File: src/rtl/spi_sclk_pkg.sv
package spi_sclk_pkg;

  // Commands from the control FSM to the datapath, at most one edge action per cycle
  typedef struct packed {
    logic clear;   // hold counters and raw level at rest
    logic count;   // advance prescaler and half-period counter
    logic toggle;  // end of half: flip the raw level
    logic park;    // end of half: force raw level to idle and stop
  } sclkCtl_t;

  typedef enum logic {
    GEN_IDLE = 1'b0,
    GEN_RUN  = 1'b1
  } genState_t;

endpackage

File: src/rtl/sclk_datapath.sv
module sclk_datapath
  import spi_sclk_pkg::*;
#(
  parameter int SCALE_W = 4,
  parameter int CNT_W   = 8
) (
  input  logic               clk,
  input  logic               rstN,
  input  sclkCtl_t           ctl,
  input  logic               cpol,
  input  logic               cpha,
  input  logic [SCALE_W-1:0] scaleSel,
  input  logic [CNT_W-1:0]   hiCount,
  input  logic [CNT_W-1:0]   loCount,
  output logic               halfEnd,
  output logic               sclk,
  output logic               leadStrobe,
  output logic               trailStrobe,
  output logic               sampleStrobe,
  output logic               shiftStrobe
);

  // Largest divide is 2^(2^SCALE_W - 1); the prescaler needs that many bits
  localparam int PRE_W = (1 << SCALE_W) - 1;
  localparam logic [PRE_W:0] PRE_ONE = (PRE_W + 1)'(1);
  localparam logic [CNT_W:0] PH_ONE  = (CNT_W + 1)'(1);

  logic [PRE_W-1:0] preCnt;
  logic [PRE_W:0]   preLimitWide;
  logic [PRE_W-1:0] preLimit;
  logic             tick;
  logic [CNT_W-1:0] phCnt;
  logic [CNT_W-1:0] phCur;
  logic             phDone;
  logic             rawQ;
  logic             rawNext;
  logic             sclkQ;
  logic             leadQ;
  logic             trailQ;

  // Prescaler terminal value: 2^scaleSel - 1
  always_comb begin
    preLimitWide = (PRE_ONE << scaleSel) - PRE_ONE;
    preLimit     = preLimitWide[PRE_W-1:0];
  end

  assign tick = (preCnt == preLimit);

  // Half-period length in ticks; a zero length ends the half at the next tick
  assign phCur   = rawQ ? hiCount : loCount;
  assign phDone  = ({1'b0, phCnt} + PH_ONE) >= {1'b0, phCur};
  assign halfEnd = tick && phDone;

  always_comb begin
    if (ctl.clear || ctl.park) begin
      rawNext = 1'b0;
    end else if (ctl.toggle) begin
      rawNext = !rawQ;
    end else begin
      rawNext = rawQ;
    end
  end

  always_ff @(posedge clk) begin
    if (!rstN) begin
      preCnt <= '0;
      phCnt  <= '0;
      rawQ   <= 1'b0;
      sclkQ  <= 1'b0;
      leadQ  <= 1'b0;
      trailQ <= 1'b0;
    end else begin
      if (ctl.clear) begin
        preCnt <= '0;
        phCnt  <= '0;
      end else if (ctl.count) begin
        preCnt <= tick ? '0 : preCnt + PRE_W'(1);
        if (tick) begin
          phCnt <= phDone ? '0 : phCnt + CNT_W'(1);
        end
      end
      rawQ   <= rawNext;
      sclkQ  <= rawNext ^ cpol;
      leadQ  <= ctl.toggle && !rawQ;
      trailQ <= (ctl.toggle || ctl.park) && rawQ;
    end
  end

  assign sclk         = sclkQ;
  assign leadStrobe   = leadQ;
  assign trailStrobe  = trailQ;
  assign sampleStrobe = cpha ? trailQ : leadQ;
  assign shiftStrobe  = cpha ? leadQ : trailQ;


  edge_excl_chk: assert property (@(posedge clk) disable iff (!rstN)
    !(leadQ && trailQ));


  lead_level_chk: assert property (@(posedge clk) disable iff (!rstN)
    leadQ |-> rawQ);


  trail_level_chk: assert property (@(posedge clk) disable iff (!rstN)
    trailQ |-> !rawQ);


  always_comb begin
    if (rstN) begin
      ctl_onehot_chk: assert ($onehot0({ctl.toggle, ctl.park, ctl.clear}));
    end
  end

endmodule

File: src/rtl/sclk_control.sv
module sclk_control
  import spi_sclk_pkg::*;
#(
  parameter int CNT_W = 8
) (
  input  logic             clk,
  input  logic             rstN,
  input  logic             run,
  input  logic [CNT_W-1:0] hiCount,
  input  logic [CNT_W-1:0] loCount,
  input  logic             halfEnd,
  output sclkCtl_t         ctl,
  output logic             busy
);

  genState_t stateQ;
  genState_t stateNext;
  logic      cntOk;
  logic      busyQ;

  assign cntOk = (|hiCount) && (|loCount);
  assign busyQ = (stateQ == GEN_RUN);

  always_comb begin
    ctl       = '0;
    stateNext = stateQ;
    case (stateQ)
      GEN_IDLE: begin
        ctl.clear = 1'b1;
        if (run && cntOk) begin
          stateNext = GEN_RUN;
        end
      end
      GEN_RUN: begin
        ctl.count = 1'b1;
        if (halfEnd) begin
          if (run && cntOk) begin
            ctl.toggle = 1'b1;
          end else begin
            ctl.park  = 1'b1;
            stateNext = GEN_IDLE;
          end
        end
      end
      default: stateNext = GEN_IDLE;
    endcase
  end

  always_ff @(posedge clk) begin
    if (!rstN) begin
      stateQ <= GEN_IDLE;
    end else begin
      stateQ <= stateNext;
    end
  end

  assign busy = busyQ;


  start_chk: assert property (@(posedge clk) disable iff (!rstN)
    (!busyQ && run && cntOk) |=> busyQ);


  zero_hold_chk: assert property (@(posedge clk) disable iff (!rstN)
    (!busyQ && !cntOk) |=> !busyQ);


  stop_park_chk: assert property (@(posedge clk) disable iff (!rstN)
    (busyQ && halfEnd && !run) |=> !busyQ);


  zero_stop_chk: assert property (@(posedge clk) disable iff (!rstN)
    (busyQ && halfEnd && !cntOk) |=> !busyQ);

endmodule

File: src/rtl/spi_sclk_gen.sv
module spi_sclk_gen
  import spi_sclk_pkg::*;
#(
  parameter int SCALE_W = 4,
  parameter int CNT_W   = 8
) (
  input  logic               clk,
  input  logic               rstN,
  input  logic               run,
  input  logic               cpol,
  input  logic               cpha,
  input  logic [SCALE_W-1:0] scaleSel,
  input  logic [CNT_W-1:0]   hiCount,
  input  logic [CNT_W-1:0]   loCount,
  output logic               sclk,
  output logic               leadStrobe,
  output logic               trailStrobe,
  output logic               sampleStrobe,
  output logic               shiftStrobe,
  output logic               busy
);

  sclkCtl_t ctl;
  logic     halfEnd;

  sclk_control #(
    .CNT_W(CNT_W)
  ) u_control (
    .clk    (clk),
    .rstN   (rstN),
    .run    (run),
    .hiCount(hiCount),
    .loCount(loCount),
    .halfEnd(halfEnd),
    .ctl    (ctl),
    .busy   (busy)
  );

  sclk_datapath #(
    .SCALE_W(SCALE_W),
    .CNT_W  (CNT_W)
  ) u_datapath (
    .clk         (clk),
    .rstN        (rstN),
    .ctl         (ctl),
    .cpol        (cpol),
    .cpha        (cpha),
    .scaleSel    (scaleSel),
    .hiCount     (hiCount),
    .loCount     (loCount),
    .halfEnd     (halfEnd),
    .sclk        (sclk),
    .leadStrobe  (leadStrobe),
    .trailStrobe (trailStrobe),
    .sampleStrobe(sampleStrobe),
    .shiftStrobe (shiftStrobe)
  );

endmodule

File: config.mk
export PLATFORM = sky130hd
export DESIGN_NAME = spi_sclk_gen
export DESIGN_NICKNAME = d
export VERILOG_FILES = /design/src/rtl/spi_sclk_pkg.sv /design/src/rtl/sclk_datapath.sv /design/src/rtl/sclk_control.sv /design/src/rtl/spi_sclk_gen.sv
export SDC_FILE = /design/constraint.sdc
export NUM_CORES = 1
export LEC_CHECK = 0
export ABC_AREA = 1
export BUFFER_PORTS_ARGS = -buffer_cell sky130_fd_sc_hd__buf_4
export CAP_MARGIN = 20
export CORE_UTILIZATION = 30
export DETAILED_ROUTE_END_ITERATION = 16
export GPL_ROUTABILITY_DRIVEN = 0
export SYNTH_ARGS = -nofsm -noshare
export SYNTH_HDL_FRONTEND = slang
export SYNTH_SLANG_ARGS = --single-unit
File: constraint.sdc
create_clock -name clk -period 3.4 [get_ports clk]
set_clock_uncertainty 0.05 [all_clocks]
set_input_delay 0.34 -clock clk [delete_from_list [all_inputs] [get_ports clk]]
set_output_delay 0.34 -clock clk [all_outputs]
set_load 0.05 [all_outputs]
==> impl_metrics.env <==
export IMPL_synth_simple_gate_area_share_pct=42.2
export IMPL_syn_avg_cell_area_um2=5.92
export IMPL_synth_seq_cells=28
export IMPL_drt_pass1_iter_count=4
export IMPL_synth_top_area_share_pct=24.9
export IMPL_seq_area_frac_synth_pct=24.9
export IMPL_syn_num_nets=417
export IMPL_synth_compound_area_share_pct=9.68
export IMPL_ys_async_sr_fraction_pct=0
export IMPL_cts_buffers=3
export IMPL_grt_setup_unrepaired="false"
export IMPL_via_per_inst=4.43
export IMPL_synthMuxAreaShare_pct=0
export IMPL_rr_worst_depth=18
export IMPL_overflow=0
export IMPL_holdCritPathClass="primary input to flop"
export IMPL_grt_max_degree=16
export IMPL_synthFlopType="dfxtp_1"
export IMPL_port_buffers=30
export IMPL_min_path_cells=3
export IMPL_yosysTopAreaCell="dfxtp_1"
export IMPL_grt_usage_pct=14.6
export IMPL_maxCapViolCount=0
export IMPL_start_util_pct=31.0
export IMPL_endpoint_kind="flop"
export IMPL_die_w_um=88.6
export IMPL_area_growth_syn_to_layout_pct=15.3
export IMPL_ctsResizeCount=0
export IMPL_fmax_mhz=335
export IMPL_power_density_mw_per_mm2=237
export IMPL_gr_usage_met1_pct=19.9
export IMPL_synth_edf_count=0
export IMPL_drv_slew=0
export IMPL_yosys_top_cells_area="dfxtp_1 25%, nand2_1 21%, inv_1 10%"
export IMPL_setup_viol=0
export IMPL_post_drt_wl_per_cell_um=10.2
export IMPL_synth_xor_area_share_pct=2.34
export IMPL_num_io_pins=31
export IMPL_synth_area_mm2=0.00225
export IMPL_synth_adder_area_share_pct=6.67
export IMPL_cp_arrival_ns=3.11
export IMPL_cts_num_sinks=28
export IMPL_cts_clk_slew_worst_paths_ns=0.09
export IMPL_synth_most_common_cell="nand2_1"
export IMPL_synthDistinctLibCells=28
export IMPL_num_antenna_cells=0
export IMPL_syn_inst=380
export IMPL_die_area_mm2=0.00785
export IMPL_cp_max_fo=4
export IMPL_drt_iter0_markers=111
export IMPL_min_to="u_datapath.leadStrobe$_SDFF_PN0_"
export IMPL_holdBufCountCts=0
export IMPL_synth_top_family_by_area="simple AND/OR/NAND/NOR gates"
export IMPL_met2_usage_pct=25.0
export IMPL_clk_latency_ns=0.27
export IMPL_regToRegEndpoint="u_datapath.sclk$_SDFF_PN0_"
export IMPL_drive_above_1_share_pct=13.2
export IMPL_core_area_mm2=0.00725
export IMPL_p_leak_nw=1.23
export IMPL_period_share_pct=87.7
export IMPL_path_class="flop to flop"
export IMPL_grt_pass1_wl_um=9150
export IMPL_whs_ns=0.235
export IMPL_placed_area_mm2=0.00254
export IMPL_cts_root_buf="clkbuf_8"
export IMPL_h_tree_depth=1
export IMPL_busiest_layer="met2"
export IMPL_r2r_start="u_datapath.phCnt[0]$_SDFFE_PN0P_"
export IMPL_cts_tree="done"
export IMPL_fin_setup_tns_ns=0
export IMPL_relSlewSlack_pct=70.5
export IMPL_num_rows=31
export IMPL_p_total_w=0.000615
export IMPL_fin_nets=447
export IMPL_post_cts_buffers=0
export IMPL_tightest_slew_ns=0.441
export IMPL_min_delay_start="rstN"
export IMPL_routed_wl_um=5200
export IMPL_worstSetupStartpointType="flop"
export IMPL_design_area_mm2=0.00259
export IMPL_finalHoldViolCount=0
export IMPL_drtAntennaViolNets=0
export IMPL_utilization_pct=35.8
export IMPL_grtUsageMet3_pct=2.05
export IMPL_r2r_setup_slack_ns=0.42
export IMPL_outcome="finished, final reports clean"
export IMPL_cts_path_max_buffers=2
export IMPL_ir_drop_mv=0.205
export IMPL_final_min_clock_period_ns=2.98
export IMPL_hpwl_um=4240
export IMPL_cp_required_ns=3.52
export IMPL_first_global_vias=2117
export IMPL_die_y_um=88.6
export IMPL_yosysWarnings=0
export IMPL_drc=0
export IMPL_dr_total_vias=2248
export IMPL_netlist_top_cells_count="127 x nand2_1, 60 x inv_1, 43 x nor2_1"
export IMPL_antenna_found_initial=0
-- logic make-up (layout without fill, tap and decap cells) --
logic type,after synthesis,count (layout)
compound gates,40,40
xor+xnor,6,6
fa+ha+maj,12,12
buf+inv,73,101
flops,28,28
simple gates,221,221
-- registers in the layout (all words and copies together), names as in the netlist --
signal,flops
u_datapath.trailStrobe,1
u_datapath.leadStrobe,1
u_datapath.phCnt,8
u_control.busy,1
u_datapath.rawQ,1
u_datapath.sclk,1
u_datapath.preCnt,15
-- layout make-up --
type / instances / area, um^2
clock buffer: 3 / 41.3
fill: 826 / 4660
inverter: 66 / 248
multi-input combinational: 279 / 1380
sequential: 28 / 561
tap: 99 / 124
timing repair buffer: 32 / 240
-- through the flow --
stage / setup slack [ns] / instances
finish: 0.417 / 507
global route: 0.0292 / 507
CTS: 0.247 / 507
detailed placement: 0.278 / 504
global placement: 0.443 / 504
floorplan: 0.599 / 380
-- per-layer routing --
layer | routed length [um] | share of wire, %
met5 | 0 | 0
met2 | 2360 | 45
met3 | 139 | 2.7
met1 | 2670 | 51
met4 | 19 | 0.37
-- critical path, cell delays in order (launching register included) --
cell,delay [ns]
dfxtp_1,0.39
inv_1,0.08
nor3_2,0.27
inv_1,0.09
nor3_2,0.14
nand2_1,0.09
xor2_1,0.16
ha_1,0.32
nand2_1,0.06
nor2_1,0.14
nand4_1,0.10
nand3_1,0.18
nand2_1,0.09
nor3_1,0.15
ha_1,0.25
nor2_1,0.13
nand2_2,0.08
nor2_1,0.08
nor2_1,0.05
-- layout by cell type (no fill, tap or decap), types with 3 or more instances in the layout --
cell and n:
a21oi_1 15, buf_4 32, clkbuf_8 3, dfxtp_1 28, ha_1 12, inv_1 60, inv_2 4, nand2_1 127
nand2_2 3, nand3_1 19, nand4_1 7, nor2_1 43, nor2_2 3, nor3_1 6, nor3_2 3, nor3b_1 4
o21ai_0 16, xor2_1 6
-- power by group --
| part | leakage (nW) | internal (W) | switching [W] |
|---|---|---|---|
| combinational | 0.979 | 0.0000421 | 0.0000656 |
| clock | 0.0216 | 0.0000795 | 0.0000955 |
| sequential | 0.226 | 0.000330 | 0.00000259 |
| total | 1.23 | 0.000452 | 0.000164 |
-- worst max path at each step --
stage / endpoint / depth (start not counted) / startpoint
4_1_cts: u_datapath.sclk$_SDFF_PN0_ / 18 / u_datapath.phCnt[0]$_SDFFE_PN0P_
3_5_place_dp: u_datapath.sclk$_SDFF_PN0_ / 18 / u_datapath.phCnt[0]$_SDFFE_PN0P_
3_3_place_gp: u_datapath.sclk$_SDFF_PN0_ / 18 / u_datapath.phCnt[0]$_SDFFE_PN0P_
5_1_grt: u_datapath.sclk$_SDFF_PN0_ / 19 / u_datapath.phCnt[0]$_SDFFE_PN0P_
6_report: u_datapath.sclk$_SDFF_PN0_ / 18 / u_datapath.phCnt[0]$_SDFFE_PN0P_
2_1_floorplan: u_datapath.sclk$_SDFF_PN0_ / 18 / u_datapath.phCnt[0]$_SDFFE_PN0P_
No activity file was read; power rests on OpenSTA's default activity.
